==> src/rtl/sram_ctrl_pkg.sv <==
package sram_ctrl_pkg;

    typedef enum logic [2:0] {
        ST_IDLE,
        ST_RD,
        ST_RD_REC,
        ST_WR_SETUP,
        ST_WR_PULSE,
        ST_WR_HOLD
    } seq_state_e;

    // Converts a time in ns to whole clock cycles, rounding up, with a minimum of one.
    function automatic int unsigned ns_to_cycles(input int unsigned t_ns,
                                                 input int unsigned period_ns);
        int unsigned c;
        c = (t_ns + period_ns - 1) / period_ns;
        if (c == 0) c = 1;
        return c;
    endfunction

    function automatic int unsigned max_u(input int unsigned a, input int unsigned b);
        return (a > b) ? a : b;
    endfunction

endpackage

==> src/rtl/sram_ctrl_seq.sv <==
module sram_ctrl_seq
    import sram_ctrl_pkg::*;
#(
    parameter int unsigned ADDR_W = 20,
    parameter int unsigned LANES  = 2,
    parameter int unsigned RD_CYC = 6,
    parameter int unsigned HZ_CYC = 2,
    parameter int unsigned WE_CYC = 4
) (
    input  logic              clk,
    input  logic              rst_n,
    input  logic              req_valid,
    input  logic              req_write,
    input  logic [ADDR_W-1:0] req_addr,
    input  logic [LANES-1:0]  req_mask,
    output logic              req_ready,
    output logic              wr_load,
    output logic              capture,
    output logic              rd_valid,
    output logic [ADDR_W-1:0] mem_addr,
    output logic              mem_sel,
    output logic              mem_oe_n,
    output logic              mem_we_n,
    output logic [LANES-1:0]  mem_be_n,
    output logic              drive_en,
    output logic [LANES-1:0]  lane_mask
);

    localparam int unsigned MAX_CYC = max_u(max_u(RD_CYC, HZ_CYC), WE_CYC);
    localparam int unsigned CNT_W   = (MAX_CYC < 2) ? 1 : $clog2(MAX_CYC);
    localparam logic [CNT_W-1:0] RD_LOAD = CNT_W'(RD_CYC - 1);
    localparam logic [CNT_W-1:0] HZ_LOAD = CNT_W'(HZ_CYC - 1);
    localparam logic [CNT_W-1:0] WE_LOAD = CNT_W'(WE_CYC - 1);

    typedef struct packed {
        seq_state_e        st;
        logic [CNT_W-1:0]  cnt;
        logic [ADDR_W-1:0] addr;
        logic [LANES-1:0]  mask;
        logic              sel;
        logic              oe_n;
        logic              we_n;
        logic              drive;
        logic              rvalid;
    } seq_regs_t;

    seq_regs_t q, d;
    logic      accept;
    logic      cnt_done;

    assign accept   = req_valid && (q.st == ST_IDLE);
    assign cnt_done = (q.cnt == '0);

    always_comb begin
        d        = q;
        d.rvalid = 1'b0;
        capture  = 1'b0;
        case (q.st)
            ST_IDLE: begin
                if (accept) begin
                    d.addr = req_addr;
                    d.mask = req_mask;
                    d.sel  = 1'b1;
                    if (req_write) begin
                        d.st    = ST_WR_SETUP;
                        d.drive = 1'b1;
                    end else begin
                        d.st   = ST_RD;
                        d.oe_n = 1'b0;
                        d.cnt  = RD_LOAD;
                    end
                end
            end
            ST_RD: begin
                if (cnt_done) begin
                    capture  = 1'b1;
                    d.rvalid = 1'b1;
                    d.oe_n   = 1'b1;
                    d.sel    = 1'b0;
                    d.st     = ST_RD_REC;
                    d.cnt    = HZ_LOAD;
                end else begin
                    d.cnt = q.cnt - 1'b1;
                end
            end
            ST_RD_REC: begin
                if (cnt_done) d.st = ST_IDLE;
                else          d.cnt = q.cnt - 1'b1;
            end
            ST_WR_SETUP: begin
                d.we_n = 1'b0;
                d.cnt  = WE_LOAD;
                d.st   = ST_WR_PULSE;
            end
            ST_WR_PULSE: begin
                if (cnt_done) begin
                    d.we_n = 1'b1;
                    d.st   = ST_WR_HOLD;
                end else begin
                    d.cnt = q.cnt - 1'b1;
                end
            end
            ST_WR_HOLD: begin
                d.sel   = 1'b0;
                d.drive = 1'b0;
                d.st    = ST_IDLE;
            end
            default: d.st = ST_IDLE;
        endcase
    end

    always_ff @(posedge clk or negedge rst_n) begin
        if (!rst_n) begin
            q.st     <= ST_IDLE;
            q.cnt    <= '0;
            q.addr   <= '0;
            q.mask   <= '0;
            q.sel    <= 1'b0;
            q.oe_n   <= 1'b1;
            q.we_n   <= 1'b1;
            q.drive  <= 1'b0;
            q.rvalid <= 1'b0;
        end else begin
            q <= d;
        end
    end

    assign req_ready = (q.st == ST_IDLE);
    assign wr_load   = accept && req_write;
    assign rd_valid  = q.rvalid;
    assign mem_addr  = q.addr;
    assign mem_sel   = q.sel;
    assign mem_oe_n  = q.oe_n;
    assign mem_we_n  = q.we_n;
    assign mem_be_n  = q.sel ? ~q.mask : {LANES{1'b1}};
    assign drive_en  = q.drive;
    assign lane_mask = q.mask;

endmodule

==> src/rtl/sram_lane_path.sv <==
module sram_lane_path #(
    parameter int unsigned LANE_W = 8
) (
    input  logic              clk,
    input  logic              rst_n,
    input  logic              load,
    input  logic [LANE_W-1:0] wbyte_in,
    input  logic              capture,
    input  logic              lane_en,
    input  logic              drive,
    input  logic [LANE_W-1:0] dq_i,
    output logic [LANE_W-1:0] dq_o,
    output logic              dq_oe,
    output logic [LANE_W-1:0] rbyte
);

    typedef struct packed {
        logic [LANE_W-1:0] wbyte;
        logic [LANE_W-1:0] rbyte;
    } lane_regs_t;

    lane_regs_t q, d;

    always_comb begin
        d = q;
        if (load)    d.wbyte = wbyte_in;
        if (capture) d.rbyte = lane_en ? dq_i : '0;
    end

    always_ff @(posedge clk or negedge rst_n) begin
        if (!rst_n) begin
            q.wbyte <= '0;
            q.rbyte <= '0;
        end else begin
            q <= d;
        end
    end

    assign dq_o  = q.wbyte;
    assign dq_oe = drive && lane_en;
    assign rbyte = q.rbyte;

endmodule

==> src/rtl/sram_async_ctrl.sv <==
module sram_async_ctrl
    import sram_ctrl_pkg::*;
#(
    parameter int unsigned ADDR_W        = 20,
    parameter int unsigned DATA_W        = 16,
    parameter int unsigned CLK_PERIOD_NS = 10,
    parameter int unsigned T_ACCESS_NS   = 55,
    parameter int unsigned T_OE_NS       = 25,
    parameter int unsigned T_HZ_NS       = 20,
    parameter int unsigned T_WE_NS       = 40
) (
    input  logic              clk,
    input  logic              rst_n,
    input  logic              req_valid,
    output logic              req_ready,
    input  logic              req_write,
    input  logic [ADDR_W-1:0] req_addr,
    input  logic [DATA_W-1:0] req_wdata,
    input  logic [DATA_W/8-1:0] req_mask,
    output logic              rsp_valid,
    output logic [DATA_W-1:0] rsp_rdata,
    output logic [ADDR_W-1:0] mem_addr,
    output logic              mem_ce1_n,
    output logic              mem_ce2,
    output logic              mem_oe_n,
    output logic              mem_we_n,
    output logic [DATA_W/8-1:0] mem_be_n,
    output logic [DATA_W-1:0] mem_dq_o,
    output logic [DATA_W/8-1:0] mem_dq_oe,
    input  logic [DATA_W-1:0] mem_dq_i
);

    localparam int unsigned LANE_W = 8;
    localparam int unsigned LANES  = DATA_W / LANE_W;
    localparam int unsigned RD_CYC = max_u(ns_to_cycles(T_ACCESS_NS, CLK_PERIOD_NS),
                                           ns_to_cycles(T_OE_NS, CLK_PERIOD_NS));
    localparam int unsigned HZ_CYC = ns_to_cycles(T_HZ_NS, CLK_PERIOD_NS);
    localparam int unsigned WE_CYC = ns_to_cycles(T_WE_NS, CLK_PERIOD_NS);

    logic             wr_load;
    logic             capture;
    logic             mem_sel;
    logic             drive_en;
    logic [LANES-1:0] lane_mask;

    sram_ctrl_seq #(
        .ADDR_W (ADDR_W),
        .LANES  (LANES),
        .RD_CYC (RD_CYC),
        .HZ_CYC (HZ_CYC),
        .WE_CYC (WE_CYC)
    ) u_seq (
        .clk       (clk),
        .rst_n     (rst_n),
        .req_valid (req_valid),
        .req_write (req_write),
        .req_addr  (req_addr),
        .req_mask  (req_mask),
        .req_ready (req_ready),
        .wr_load   (wr_load),
        .capture   (capture),
        .rd_valid  (rsp_valid),
        .mem_addr  (mem_addr),
        .mem_sel   (mem_sel),
        .mem_oe_n  (mem_oe_n),
        .mem_we_n  (mem_we_n),
        .mem_be_n  (mem_be_n),
        .drive_en  (drive_en),
        .lane_mask (lane_mask)
    );

    for (genvar g = 0; g < LANES; g++) begin : g_lane
        sram_lane_path #(
            .LANE_W (LANE_W)
        ) u_lane (
            .clk      (clk),
            .rst_n    (rst_n),
            .load     (wr_load),
            .wbyte_in (req_wdata[g*LANE_W +: LANE_W]),
            .capture  (capture),
            .lane_en  (lane_mask[g]),
            .drive    (drive_en),
            .dq_i     (mem_dq_i[g*LANE_W +: LANE_W]),
            .dq_o     (mem_dq_o[g*LANE_W +: LANE_W]),
            .dq_oe    (mem_dq_oe[g]),
            .rbyte    (rsp_rdata[g*LANE_W +: LANE_W])
        );
    end

    assign mem_ce1_n = ~mem_sel;
    assign mem_ce2   = mem_sel;

endmodule

==> config.mk <==
export PLATFORM = sky130hd
export DESIGN_NAME = sram_async_ctrl
export DESIGN_NICKNAME = d
export VERILOG_FILES = /design/src/rtl/sram_ctrl_pkg.sv /design/src/rtl/sram_ctrl_seq.sv /design/src/rtl/sram_lane_path.sv /design/src/rtl/sram_async_ctrl.sv
export SDC_FILE = /design/constraint.sdc
export NUM_CORES = 1
export LEC_CHECK = 0
export BUFFER_PORTS_ARGS = -buffer_cell sky130_fd_sc_hd__buf_2
export CAP_MARGIN = 20
export CELL_PAD_IN_SITES_DETAIL_PLACEMENT = 0
export CELL_PAD_IN_SITES_GLOBAL_PLACEMENT = 1
export CORE_UTILIZATION = 36
export CTS_CLUSTER_SIZE = 10
export DETAILED_ROUTE_END_ITERATION = 8
export PLACE_DENSITY = 0.78
export SYNTH_ARGS = -nofsm -noshare
export SYNTH_HDL_FRONTEND = slang
export SYNTH_SLANG_ARGS = --single-unit
==> constraint.sdc <==
create_clock -name clk -period 2.47 [get_ports clk]
set_input_delay 0.1235 -clock clk [delete_from_list [all_inputs] [get_ports clk]]
set_output_delay 0.1235 -clock clk [all_outputs]
set_load 0.01 [all_outputs]
Word-level counts from Yosys, hierarchy flattened
Cells that the tools add are included.

word-level totals
  register bits after elaboration = 65
  input port bits = 58
  output and inout bits = 62
  word-level logic and storage cells = 71

cells by class
  $add $sub $neg = 1
  equal/unequal tests = 12
  mux-type cells = 24
  bitwise operators = 2
  reduce and logical (&&, ||, !) cells = 19

operators by type and width
  kind                                               count
  2-to-1 mux 30 bit                                  1
  2-to-1 mux 3 bit                                   6
  2-to-1 mux 8 bit                                   2
  one-hot mux 3 bit (5 select lines)                 1
  one-hot mux 3 bit (4 select lines)                 1
  AND reduction 4 bit                                3
  != test 2 x 1 -> 1 bit (second input constant)     5
  == test 3 x 2 -> 1 bit (second input constant)     2
  == test 3 bit (second input constant)              2
  zero test 3 bit                                    2
  2-to-1 mux 1 bit                                   6
  2-to-1 mux 2 bit                                   3
  one-hot mux 1 bit (2 select lines)                 3
  AND reduction 3 bit                                2
  nonzero test 2 bit                                 3
  logical AND 1 bit                                  4
  != test 2 bit (second input constant)              2
  AND reduction 2 bit                                2
  nonzero test 4 bit                                 1
  == test 3 x 1 -> 1 bit (second input constant)     1
  one-hot mux 1 bit (3 select lines)                 1
  nonzero test 3 bit                                 1
  subtractor 3 x 1 -> 3 bit (second input constant)  1
  inverter 2 bit                                     1
  2 further kinds                                    2

Longest topological paths before layout
Gate-level depths: netlist of run 1.

  depth after elaboration = 4
  depth in mapped cells = 8
  depth with buffers taken out = 6

By module
From an unflattened synthesis of run 1, not the netlist that was laid out.

unflattened totals
  cells, all modules = 250
  area total of the unflattened synthesis = 3045.4 µm²

modules (own cells, without submodules)
  module           instances  cells each  area an instance (µm²)  seq. area each (µm²)
  sram_ctrl_seq    1          145         1767.9                  828.3
  sram_lane_path   2          52          636.9                   400.4
  sram_async_ctrl  1          1           3.8                     0.0

Worst setup path after synthesis of run 1
OpenSTA, ideal clock, no wires.

  path type = reg2reg
  start = reg u_seq.q[30] (netlist bit)
  end = reg g_lane[0].u_lane.q (netlist bit g_lane[0].u_lane.dq_o[0])
  library setup time = 125 ps
  arrival time = 1662 ps
  required time = 2345 ps
  path slack = 683 ps
  cell stages (with the launch flop) = 8
  path buffers = 3
  period minus slack after synthesis = 1787 ps
  path through = dfrtp_1 buf_6 or3_4 inv_2 and3_4 buf_8 buf_12 mux2_4

between the ends
  word-level cells in the longest chain between the ends = 3

RTL lines
  element              RTL line               source
  start: declaration   sram_ctrl_seq.sv:47    seq_regs_t q, d;
  zero test 3 bit      n/a
  named net req_ready  sram_async_ctrl.sv:15  output logic req_ready,
  logical AND 1 bit    sram_ctrl_seq.sv:51    assign accept = req_valid && (q.st == ST_IDLE);
  logical AND 1 bit    sram_ctrl_seq.sv:129   assign wr_load = accept && req_write;
  end: declaration     sram_lane_path.sv:22   lane_regs_t q, d;

The timed path passes the listed nets, and every way through them passes these cells.
A chain may end at the register's enable or synchronous reset.

Worst setup path after layout of run 1
  start = reg u_seq.q[31] (netlist bit)
  end = reg u_seq.q (netlist bit u_seq.mem_addr[3])

between the ends
  word-level cells in the longest chain between the ends = 3

RTL lines
  element                                   RTL line
  zero test 3 bit (*)                       sram_ctrl_seq.sv:51, sram_ctrl_seq.sv:58
  logical AND 1 bit                         sram_ctrl_seq.sv:51
  AND reduction 2 bit (no source line) (*)  n/a

Every way passes the cells marked *; elsewhere a longest branch is shown, timed or not.

==> results of run 1 <==
stage by stage:
| step | instance area, um2 | std cells |
|---|---|---|
| floorplan | 2950 | 253 |
| global placement | 3430 | 441 |
| detailed placement | 3430 | 441 |
| CTS | 3850 | 478 |
| global route | 3870 | 480 |
| finish | 3870 | 480 |
how the worst max path moves through the flow:
| stage | start | end | depth (start not counted) |
|---|---|---|---|
| finish | u_seq.q[31]$_DFFE_PN0P_ | u_seq.mem_addr[3]$_DFFE_PN0P_ | 5 |
| global placement | u_seq.q[31]$_DFFE_PN0P_ | u_seq.mem_addr[0]$_DFFE_PN0P_ | 5 |
| CTS | u_seq.q[31]$_DFFE_PN0P_ | u_seq.mem_addr[3]$_DFFE_PN0P_ | 5 |
| global route | u_seq.q[27]$_DFFE_PN0P_ | g_lane[0].u_lane.rbyte[7]$_DFFE_PN0P_ | 6 |
| floorplan | u_seq.q[30]$_DFFE_PN0P_ | g_lane[0].u_lane.dq_o[0]$_DFFE_PN0P_ | 7 |
| detailed placement | u_seq.q[31]$_DFFE_PN0P_ | u_seq.mem_addr[19]$_DFFE_PN0P_ | 5 |
flip-flops by register name, indices dropped and copies added, names as in the netlist:
signal	cells
u_seq.drive_en	1
u_seq.mem_sel	1
u_seq.mem_addr	20
g_lane.u_lane.dq_o	16
u_seq.mem_oe_n	1
g_lane.u_lane.rbyte	16
u_seq.rd_valid	1
u_seq.lane_mask	2
u_seq.mem_we_n	1
u_seq.q	6
cell families after synthesis:
group,count (synthesis),share of synthesized area
AND/OR/NAND/NOR,62,0.0942
AO/OA/AOI/OAI,39,0.0756
flip-flops,65,0.553
buffers and inverters,44,0.102
multiplexers,41,0.167
adder cells (fa/ha/maj),2,0.00849
layout by cell type (no fill, tap or decap), types with 4 or more instances in the layout:
cell type and count:
a21oi_1 9, buf_2 119, buf_4 4, clkbuf_8 10, dfrtp_1 63, dlygate4sd3_1 23, inv_1 6, mux2_2 29
mux2_4 9, nand2_1 38, nand2b_1 4, nor2_1 8, o21ai_0 22
power by group through the flow:
stage	Combinational, mW	Clock, mW	Sequential [mW]
2_1_floorplan	1.50	0	2.00
3_3_place_gp	1.97	0	1.96
3_5_place_dp	2.02	0	1.98
4_1_cts	2.05	0.975	1.96
5_1_grt	2.23	1.02	2.04
6_report	2.02	0.942	1.95
routing by layer:
metal  vias to the layer above  share of wire  GRT usage
li1                       1071              -          -
met1                      1035           0.44      0.176
met2                        83           0.47      0.233
met3                        11          0.070     0.0427
met4                         0          0.019     0.0729
met5                         -              0          0
layout make-up:
class,instances,share of cell area
sequential,65,0.421
timing repair buffer,146,0.221
multi-input combinational,144,0.263
tap,102,0.0330
clock inverter,6,0.0188
inverter,7,0.00680
clock buffer,10,0.0356
==> metrics.yaml, run 1 <==
run_status:
  status: "finished, final reports clean"
timing:
  hold_viol_final: 0
  drv_slew: 0
  setup_tns_ns: 0
  fin_hold_ws_ns: 0.0180
  setup_violations: 0
  layout_min_cycle_time_ns: 1.90
  tightestPinTransition_ns: 0.802
  rsz0062_at_grt: "false"
  max_freq_ghz: 0.527
  slew_headroom: 0.465
  worst_slack_ns: 0.573
  clock_skew_ns: 0.00684
  post-route-period-util: 0.768
synth:
  synth-seq-cells: 65
  synthesis.area_um2: 2950
  synth_warnings: 0
  synth_top_flop_cell: "dfrtp_1"
  avgSynthCellArea_um2: 11.7
  syn_inst: 253
  synth-async-reset-ratio: 1.00
  ys_top_cells_by_count: "dfrtp_1 (63), nand2_1 (38), mux2_2 (29)"
  yosys.cell_types.count: 31
  ys_top_cells_by_area: "dfrtp_1 (53%), mux2_2 (11%), buf_4 (5.9%), nand2_1 (4.8%), mux2_4 (4.6%)"
  synth_top_cell_by_area: "dfrtp_1"
  synth.top_cell.area_share: 0.535
  yosysMostFrequentCell: "dfrtp_1"
  ys_seq_area_frac: 0.553
  synth_edf_count: 0
  synth_nets: 313
pwr:
  p_sw_frac: 0.361
  p_seq_frac: 0.398
  p_clk_frac: 0.192
  ir_drop_uv: 580
  total_power_mw: 4.92
  p_sw_mw: 1.77
  leakage_nw: 1.92
  p_comb_frac: 0.411
  p_int_mw: 3.14
  powerDensity_nw_per_um2: 1270
cts:
  cts_resized: 0
  holdBufCountCts: 21
  clock-sinks: 65
  cts.clk_slew.worst_paths_ns: 0.07
  cts_tree: "done"
  htreeDepth: 3
  clockBufferDepth: 2
  cts_setup_buffers: 0
  cts-root-buf: "clkbuf_8"
  cts_made_buffers: 9
  clk_latency_ns: 0.34
worst_setup_path:
  worstPathArrival_ns: 2.12
  r2r_end: "u_seq.mem_addr[3]$_DFFE_PN0P_"
  end_kind: "flip-flop"
  worst-path-buf-inv: 2
  crit_chain: "or3_4 > inv_2 > and2_1 > buf_4 > mux2_2"
  slowest_delay_ns: 0.51
  timing.rr.start: "u_seq.q[31]$_DFFE_PN0P_"
  worstPathMaxFanout: 22
  rrSetupSlack_ns: 0.57
  reg2reg_depth: 5
  path_delay_family: "simple AND/OR/NAND/NOR gates"
  critPathSlowestCell: "dfrtp_1"
  critPathRequiredTime_ns: 2.69
  cp-start-kind: "flip-flop"
  setup.worst_path.class: "reg -> reg"
drt:
  first_iter_violations: 63
  wire_per_inst_um: 12.5
  finalWirelength_mm: 6.01
  vias_per_cell: 4.58
  num_vias: 2200
  drtPass1Iterations: 4
  drc: 0
  final_antenna_net_count: 0
floorplan:
  die_height_um: 92.5
  rows: 32
  dieArea_um2: 8550
  core_area_um2: 7810
  ioPinCount: 120
  die_width_um: 92.5
  initial_utilization: 0.378
grt:
  groute.usage.overall: 0.145
  antenna_found_initial: 0
  grt_max_degree: 66
  grt_overflow: 0
  grt_pass1_vias: 2120
  grt_pass1_wl_mm: 9.66
placed_design:
  dp_slack_ns: 0.583
  gp_congestion: 0.807
  port_buffers: 119
  hpwlAfterDp_mm: 4.20
layout:
  utilization: 0.495
  num-fill-cells: 726
  finalNetCount: 433
  antenna_cells: 0
  multi_input_area_um2: 1020
  final-seq-area_um2: 1630
  drive_above_1_share: 0.481
  area_growth_syn_to_layout_pct: 31.2
min_path:
  worstHoldPathCells: 2
  holdCritStartpoint: "req_wdata[12]"
  min_path_type: "in -> reg"
  hold-path-endpoint: "g_lane[1].u_lane.dq_o[4]$_DFFE_PN0P_"
job:
  max_cap_viol_count: 0
Note: power is estimated with default switching activity, not from simulation.
==> run 2, diff against run 1 <==
--- a/config.mk
+++ b/config.mk
@@ -5,11 +5,12 @@
 export SDC_FILE = /design/constraint.sdc
 export NUM_CORES = 1
 export LEC_CHECK = 0
+export ABC_AREA = 1
 export BUFFER_PORTS_ARGS = -buffer_cell sky130_fd_sc_hd__buf_2
 export CAP_MARGIN = 20
 export CELL_PAD_IN_SITES_DETAIL_PLACEMENT = 0
 export CELL_PAD_IN_SITES_GLOBAL_PLACEMENT = 1
-export CORE_UTILIZATION = 36
+export CORE_UTILIZATION = 34
 export CTS_CLUSTER_SIZE = 10
 export DETAILED_ROUTE_END_ITERATION = 8
 export PLACE_DENSITY = 0.78
==> constraint.sdc (replaced) <==
create_clock -name clk -period 1.95 [get_ports clk]
set_input_delay 0.0975 -clock clk [delete_from_list [all_inputs] [get_ports clk]]
set_output_delay 0.0975 -clock clk [all_outputs]
set_load 0.01 [all_outputs]
==> run 2 against run 1 <==
Net effect: final cell count rose by 27%; sequential share of layout area fell by 3.2 points; total power rose by 25%; sequential power rose by 24%; critical path depth did not move; register-to-register slack got worse by 0.24 ns; non-clock buffer count rose by 26; count of clock-buffer cells in the layout rose by 3; first-iteration DRC count rose by 110%; worst hold slack got worse by 0.0027 ns; largest power group unchanged; highest routed layer unchanged.
==> metrics.yaml, run 2 <==
run_status:
  status: "finished, final reports clean"  # unchanged
cts:
  clock-sinks: 65  # unchanged
  cts_tree: "done"  # unchanged
  htreeDepth: 3  # unchanged
  cts-root-buf: "clkbuf_8"  # unchanged
  clk_latency_ns: 0.33  # was 0.34 ns
  cts_resized: 0  # unchanged
  cts_made_buffers: 9  # unchanged
  clockBufferDepth: 2  # unchanged
  cts.clk_slew.worst_paths_ns: 0.07  # about the same
placed_design:
  dp_slack_ns: 0.347  # was 0.583 ns
  port_buffers: 119  # unchanged
  hpwlAfterDp_mm: 4.86  # was 4.20 mm
  gp_congestion: 0.858  # was 0.807
pwr:
  p_comb_frac: 0.441  # was 0.411
  ir_drop_uv: 561  # was 580 uV
  p_int_mw: 3.59  # was 3.14 mW
  p_sw_mw: 2.57  # was 1.77 mW
  p_sw_frac: 0.417  # was 0.361
  p_seq_frac: 0.392  # was 0.398
  leakage_nw: 2.40  # was 1.92 nW
  powerDensity_nw_per_um2: 1470  # was 1270 nW/um2
  p_clk_frac: 0.166  # was 0.192
grt:
  grt_pass1_wl_mm: 11.8  # was 9.66 mm
  grt_pass1_vias: 2572  # was 2,120
  grt_overflow: 0  # unchanged
  grt_max_degree: 46  # was 66
  antenna_found_initial: 0  # unchanged
  groute.usage.overall: 0.167  # was 0.145
worst_setup_path:
  slowest_delay_ns: 0.52  # was 0.51 ns
  reg2reg_depth: 7  # was 5
  critPathSlowestCell: "dfrtp_1"  # unchanged
  setup.worst_path.class: "reg -> out"  # was reg -> reg
  cp-start-kind: "flip-flop"  # unchanged
  crit_chain: "inv_1 > nand2_1 > nor2_4 > buf_4 > buf_2"  # was or3_4 > inv_2 > and2_1 > buf_4 > mux2_2
  end_kind: "output pin"  # was flip-flop
  worstPathArrival_ns: 1.70  # was 2.12 ns
  path_delay_family: "buffers and inverters"  # was simple AND/OR/NAND/NOR gates
  critPathRequiredTime_ns: 1.85  # was 2.69 ns
  worst-path-buf-inv: 3  # was 2
  critical_path_depth: 5  # unchanged
  worstPathMaxFanout: 23  # was 22
timing:
  hold_viol_final: 0  # unchanged
  rsz0062_at_grt: "false"  # unchanged
  max_freq_ghz: 0.557
  setup_violations: 0  # unchanged
  worst_slack_ns: 0.154  # was 0.573 ns
  setup_tns_ns: 0  # unchanged
  tightestPinTransition_ns: 0.494  # was 0.802 ns
  post-route-period-util: 0.921
  layout_min_cycle_time_ns: 1.80
  slew_headroom: 0.671  # was 0.465
  drv_slew: 0  # unchanged
  clock_skew_ns: 0.0120  # was 0.00684 ns
  fin_hold_ws_ns: 0.0153  # was 0.0180 ns
drt:
  final_antenna_net_count: 0  # unchanged
  drtPass1Iterations: 4  # unchanged
  num_vias: 2731  # was 2,200
  vias_per_cell: 4.48  # was 4.58
  finalWirelength_mm: 7.43  # was 6.01 mm
  drc: 0  # unchanged
  first_iter_violations: 134  # was 63
  wire_per_inst_um: 12.2  # was 12.5 um
synth:
  synth_top_cell_by_area: "dfrtp_1"  # unchanged
  ys_top_cells_by_count: "nand2_1 (159), dfrtp_1 (63), nand3_1 (50)"  # was dfrtp_1 (63), nand2_1 (38), mux2_2 (29)
  synth_top_flop_cell: "dfrtp_1"  # unchanged
  synth-seq-cells: 65  # unchanged
  synth.top_cell.area_share: 0.527  # was 0.535
  synth_warnings: 0  # unchanged
  syn_inst: 354  # was 253
  yosys.cell_types.count: 25  # was 31
  synthesis.area_um2: 2990  # was 2950 um2
  yosysMostFrequentCell: "nand2_1"  # was dfrtp_1
  synth_nets: 414  # was 313
  synth-async-reset-ratio: 1.00  # unchanged
  ys_top_cells_by_area: "dfrtp_1 (53%), nand2_1 (20%), nand3_1 (8.4%), buf_4 (5.8%), dfstp_2 (1.8%)"  # was dfrtp_1 (53%), mux2_2 (11%), buf_4 (5.9%), nand2_1 (4.8%), mux2_4 (4.6%)
  synth_edf_count: 0  # unchanged
  ys_seq_area_frac: 0.544  # was 0.553
  avgSynthCellArea_um2: 8.45  # was 11.7 um2
layout:
  num-fill-cells: 828  # was 726
  mostFrequentLayoutCell: "nand2_1"  # was buf_2
  largest_reg_flops: 20  # unchanged
  antenna_cells: 0  # unchanged
  utilization: 0.499  # was 0.495
  area_growth_syn_to_layout_pct: 39.8  # was 31.2%
  multi_input_area_um2: 1050  # was 1020 um2
  final-seq-area_um2: 1630  # unchanged
  drive_above_1_share: 0.300  # was 0.481
  layout_common_cells: "nand2_1 (159), buf_2 (119), dfrtp_1 (63)"  # was buf_2 (119), dfrtp_1 (63), nand2_1 (38)
  finalNetCount: 560  # was 433
min_path:
  worstHoldPathCells: 3  # was 2
  min_path_type: "in -> reg"  # unchanged
floorplan:
  core_area_um2: 8380  # was 7810 um2
  initial_utilization: 0.357  # was 0.378
  die_height_um: 95.8  # was 92.5 um
  dieArea_um2: 9180  # was 8550 um2
  ioPinCount: 120  # unchanged
  rows: 33  # was 32
  die_width_um: 95.8  # was 92.5 um
job:
  max_cap_viol_count: 0  # unchanged
run 2: cell type report:
class | instances | area share
clock buffer | 13 | 0.0404
clock inverter | 2 | 0.00299
inverter | 17 | 0.0158
multi-input combinational | 235 | 0.251
sequential | 65 | 0.389
tap | 105 | 0.0314
timing repair buffer | 172 | 0.269
run 2: per-stage QoR:
stage / instance area (um2) / power [mW] / cells
after floorplan: 2990 / 4.37 / 354
after global placement: 3520 / 5.04 / 546
after detailed placement: 3520 / 5.09 / 546
after CTS: 4180 / 6.24 / 609
after global routing: 4180 / 6.72 / 609
final: 4180 / 6.16 / 609
run 2: cell families (layout without fill, tap and decap cells):
logic type               after synthesis  after routing  synth area share
buffers and inverters                 54            204             0.105
AND/OR/NAND/NOR                      224            224             0.325
XOR/XNOR                               1              1           0.00293
AO/OA/AOI/OAI                          8              8            0.0142
flip-flops                            65             65             0.544
adder cells (fa/ha/maj)                2              2           0.00836
run 2: tightest hold or removal path, cell delays in order:
cell and delay, ns:
buf_2 0.09, nand3_1 0.07, nand2_1 0.06
run 2: power by group through the flow:
stage          combinational [mW]  sequential [mW]  clock (mW)
3_3_place_gp                 2.62             2.42           0
4_1_cts                      2.75             2.40        1.08
6_report                     2.72             2.41        1.02
3_5_place_dp                 2.68             2.41           0
5_1_grt                      3.09             2.49        1.13
2_1_floorplan                1.95             2.42           0
run 2: layer usage:
| metal | vias up | GRT usage | part of all wire | routed length, um |
|---|---|---|---|---|
| li1 | 1384 | - | - | - |
| met1 | 1224 | 0.214 | 0.47 | 3470 |
| met2 | 115 | 0.273 | 0.45 | 3360 |
| met3 | 8 | 0.0427 | 0.071 | 528 |
| met4 | 0 | 0.0634 | 0.0097 | 72 |
| met5 | - | 0 | 0 | 0 |
run 2: worst paths after layout:
kind	from	end	slack (ns)
min in group asynchronous	rst_n	u_seq.mem_addr[16]$_DFFE_PN0P_	0.26
setup / recovery	u_seq.q[31]$_DFFE_PN0P_	req_ready	0.15
hold reg to reg	u_seq.mem_addr[9]$_DFFE_PN0P_	u_seq.mem_addr[9]$_DFFE_PN0P_	0.47
max in group asynchronous	rst_n	u_seq.mem_oe_n$_DFFE_PN1P_	1.01
setup reg to reg	u_seq.q[27]$_DFFE_PN0P_	g_lane[0].u_lane.rbyte[5]$_DFFE_PN0P_	0.33
hold / removal	req_addr[7]	u_seq.mem_addr[7]$_DFFE_PN0P_	0.02
run 2: what timing repair did:
action	CTS	global route
hold buffers	48	0
buffers inserted	0	0
endpoints found under the hold margin	67	0
setup endpoints to repair	0	0
==> run 3, diff against run 2 <==
--- a/config.mk
+++ b/config.mk
@@ -10,10 +10,11 @@
 export CAP_MARGIN = 20
 export CELL_PAD_IN_SITES_DETAIL_PLACEMENT = 0
 export CELL_PAD_IN_SITES_GLOBAL_PLACEMENT = 1
-export CORE_UTILIZATION = 34
+export CORE_UTILIZATION = 31
 export CTS_CLUSTER_SIZE = 10
 export DETAILED_ROUTE_END_ITERATION = 8
-export PLACE_DENSITY = 0.78
+export PLACE_DENSITY = 0.75
+export RECOVER_POWER = 50
 export SYNTH_ARGS = -nofsm -noshare
 export SYNTH_HDL_FRONTEND = slang
 export SYNTH_SLANG_ARGS = --single-unit
==> constraint.sdc (replaced) <==
create_clock -name clk -period 1.5 [get_ports clk]
set_input_delay 0.075 -clock clk [delete_from_list [all_inputs] [get_ports clk]]
set_output_delay 0.075 -clock clk [all_outputs]
set_load 0.01 [all_outputs]
==> run 3 against run 2 <==
Net effect: via count increased by 2.1%; core utilization decreased by 2.6 points; sequential share of layout area decreased by 1.8 points; routed wire length increased by 2.2%; worst hold slack improved by 0.15 ns; die area increased by 9.5%; setup slack got worse by 0.058 ns; count of clock-buffer cells in the layout decreased by 3; clock power increased by 54%; critical path depth unchanged; flip-flop and latch count unchanged; global-route usage decreased by 1.1 points.
==> metrics.yaml, run 3 (synthesis results as in run 2) <==
worst_setup_path:
  crit_chain: "inv_4 > nand2_2 > nor2_4 > buf_12 > buf_2"  # was inv_1 > nand2_1 > nor2_4 > buf_4 > buf_2
  timing.rr.start: "u_seq.q[31]$_DFFE_PN0P_"  # was u_seq.q[27]$_DFFE_PN0P_
  worstPathArrival_ns: 1.33  # was 1.70 ns
  rrSetupSlack_ns: 0.11  # was 0.33 ns
  end_kind: "output pin"  # unchanged
  crit_start: "u_seq.q[32]$_DFFE_PN0P_"  # was u_seq.q[31]$_DFFE_PN0P_
  critPathRequiredTime_ns: 1.42  # was 1.85 ns
  path_delay_family: "flip-flops"  # was buffers and inverters
  reg2reg_depth: 6  # was 7
  worst-path-buf-inv: 3  # unchanged
  cp-start-kind: "flip-flop"  # unchanged
  setup.worst_path.class: "reg -> out"  # unchanged
  r2r_end: "g_lane[0].u_lane.dq_o[1]$_DFFE_PN0P_"  # was g_lane[0].u_lane.rbyte[5]$_DFFE_PN0P_
  worstPathMaxFanout: 20  # was 23
  critPathSlowestCell: "dfrtp_2"  # was dfrtp_1
  slowest_delay_ns: 0.43  # was 0.52 ns
timing:
  layout_min_cycle_time_ns: 1.40
  max_freq_ghz: 0.712
  setup_violations: 0  # unchanged
  drv_slew: 0  # unchanged
  post-route-period-util: 0.936
  hold_viol_final: 0  # unchanged
  rsz0062_at_grt: "false"  # unchanged
  clock_skew_ns: 0.00618  # was 0.0120 ns
  worst_slack_ns: 0.0953  # was 0.154 ns
  tightestPinTransition_ns: 0.889  # was 0.494 ns
  setup_tns_ns: 0  # unchanged
  slew_headroom: 0.408  # was 0.671
drt:
  drc: 0  # unchanged
  num_vias: 2787  # was 2,731
  wire_per_inst_um: 11.7  # was 12.2 um
  drtPass1Iterations: 4  # unchanged
  final_antenna_net_count: 0  # unchanged
  finalWirelength_mm: 7.60  # was 7.43 mm
  first_iter_violations: 142  # was 134
  vias_per_cell: 4.27  # was 4.48
placed_design:
  port_buffers: 119  # unchanged
  place_inst: 578  # was 546
  dpl_cell_area_um2: 3620  # was 3520 um2
  hpwlAfterDp_mm: 4.89  # was 4.86 mm
  gp_congestion: 0.814  # was 0.858
  dp_slack_ns: 0.0227  # was 0.347 ns
pwr:
  ir_drop_uv: 652  # was 561 uV
  powerDensity_nw_per_um2: 1940  # was 1470 nW/um2
  leakage_nw: 2.39  # was 2.40 nW
floorplan:
  rows: 35  # was 33
  die_height_um: 100  # was 95.8 um
  core_area_um2: 9280  # was 8380 um2
  initial_utilization: 0.322  # was 0.357
  die_width_um: 100  # was 95.8 um
  dieArea_um2: 10100  # was 9180 um2
  ioPinCount: 120  # unchanged
min_path:
  holdCritStartpoint: "req_write"  # was req_addr[7]
  hold-path-endpoint: "u_seq.drive_en$_DFFE_PN0P_"  # was u_seq.mem_addr[7]$_DFFE_PN0P_
  worstHoldPathCells: 3  # unchanged
  min_path_type: "in -> reg"  # unchanged
grt:
  grt_overflow: 0  # unchanged
  grt_pass1_vias: 2645  # was 2,572
  groute.usage.overall: 0.156  # was 0.167
  antenna_found_initial: 0  # unchanged
  grt_max_degree: 66  # was 46
  grt_pass1_wl_mm: 12.4  # was 11.8 mm
layout:
  layout.cells.non_filler: 652  # was 609
  layout_common_cells: "nand2_1 (157), buf_2 (89), dfrtp_1 (61)"  # was nand2_1 (159), buf_2 (119), dfrtp_1 (63)
  final-seq-area_um2: 1630  # about the same
  final_area_um2: 4390  # was 4180 um2
  drive_above_1_share: 0.264  # was 0.300
  area_growth_syn_to_layout_pct: 46.7  # was 39.8%
  num-fill-cells: 930  # was 828
  multi_input_area_um2: 1060  # was 1050 um2
  mostFrequentLayoutCell: "nand2_1"  # unchanged
  antenna_cells: 0  # unchanged
  largest_reg_flops: 20  # unchanged
  finalNetCount: 578  # was 560
cts:
  clock-sinks: 65  # unchanged
  htreeDepth: 3  # unchanged
  cts-root-buf: "clkbuf_8"  # unchanged
  cts.clk_slew.worst_paths_ns: 0.07  # about the same
  cts_tree: "done"  # unchanged
  cts_made_buffers: 9  # unchanged
  clk_latency_ns: 0.33  # about the same
  clockBufferDepth: 2  # unchanged
job:
  max_cap_viol_count: 0  # unchanged
run_status:
  status: "finished, final reports clean"  # unchanged
-- run 3: cell types whose count changed in the layout (fill, tap and decap cells not counted), sizes merged --
cell / change
buf: -20
bufinv: +2
clkbuf: +28
clkinv: +3
dlygate4sd3: +7
inv: -1
-- run 3: how the worst max path moves through the flow --
stage,to,slack (ns),depth (start not counted)
final,req_ready,0.1,5
after CTS,req_ready,0.002,5
after global routing,req_ready,0.004,5
after detailed placement,u_seq.q[31]$_DFFE_PN0P_,0.02,8
after global placement,u_seq.q[28]$_DFFE_PN0P_,0.06,8
after floorplan,g_lane[0].u_lane.rbyte[5]$_DFFE_PN0P_,0.11,8
-- run 3: per-layer routing --
metal  part of all wire  global-route usage  wire (um)
met1               0.47               0.199       3540
met4             0.0058              0.0468         44
met5                  0                   0          0
met3              0.054              0.0341        412
met2               0.47               0.264       3600
-- run 3: timing repair --
| action | CTS | global route |
|---|---|---|
| endpoints found under the setup margin | 1 | 41 |
| endpoints found under the hold margin | 117 | 0 |
| gates cloned | 0 | 0 |
| resized for setup | 5 | 7 |
| hold buffers | 55 | 0 |
| pin swaps | 1 | 1 |
| buffers inserted | 3 | 0 |
-- run 3: cell type report --
type	instances	area share
tap	129	0.0368
clock inverter	6	0.0188
timing repair buffer	190	0.286
multi-input combinational	235	0.242
sequential	65	0.372
clock buffer	10	0.0291
inverter	17	0.0160
-- run 3: through the flow --
step	power [mW]	hold slack, ns	util
after detailed placement	6.74	0.125	0.390
after CTS	8.61	0.145	0.476
after global placement	6.72	0.124	0.390
after floorplan	5.67	-0.221	-
final	8.51	0.162	0.473
after global routing	9.26	0.158	0.473
-- run 3: worst reg2reg max path, cell delays in order, from the launching register on --
cell and delay (ns):
dfrtp_2 0.41, buf_4 0.16, nor2_4 0.17, nand4_4 0.18, buf_4 0.24, nand2_1 0.07, nand2_1 0.05
-- run 3: power by group --
part | switching (mW) | internal (mW)
Combinational | 2.29 | 1.56
Sequential | 0.521 | 2.56
Clock | 0.647 | 0.927
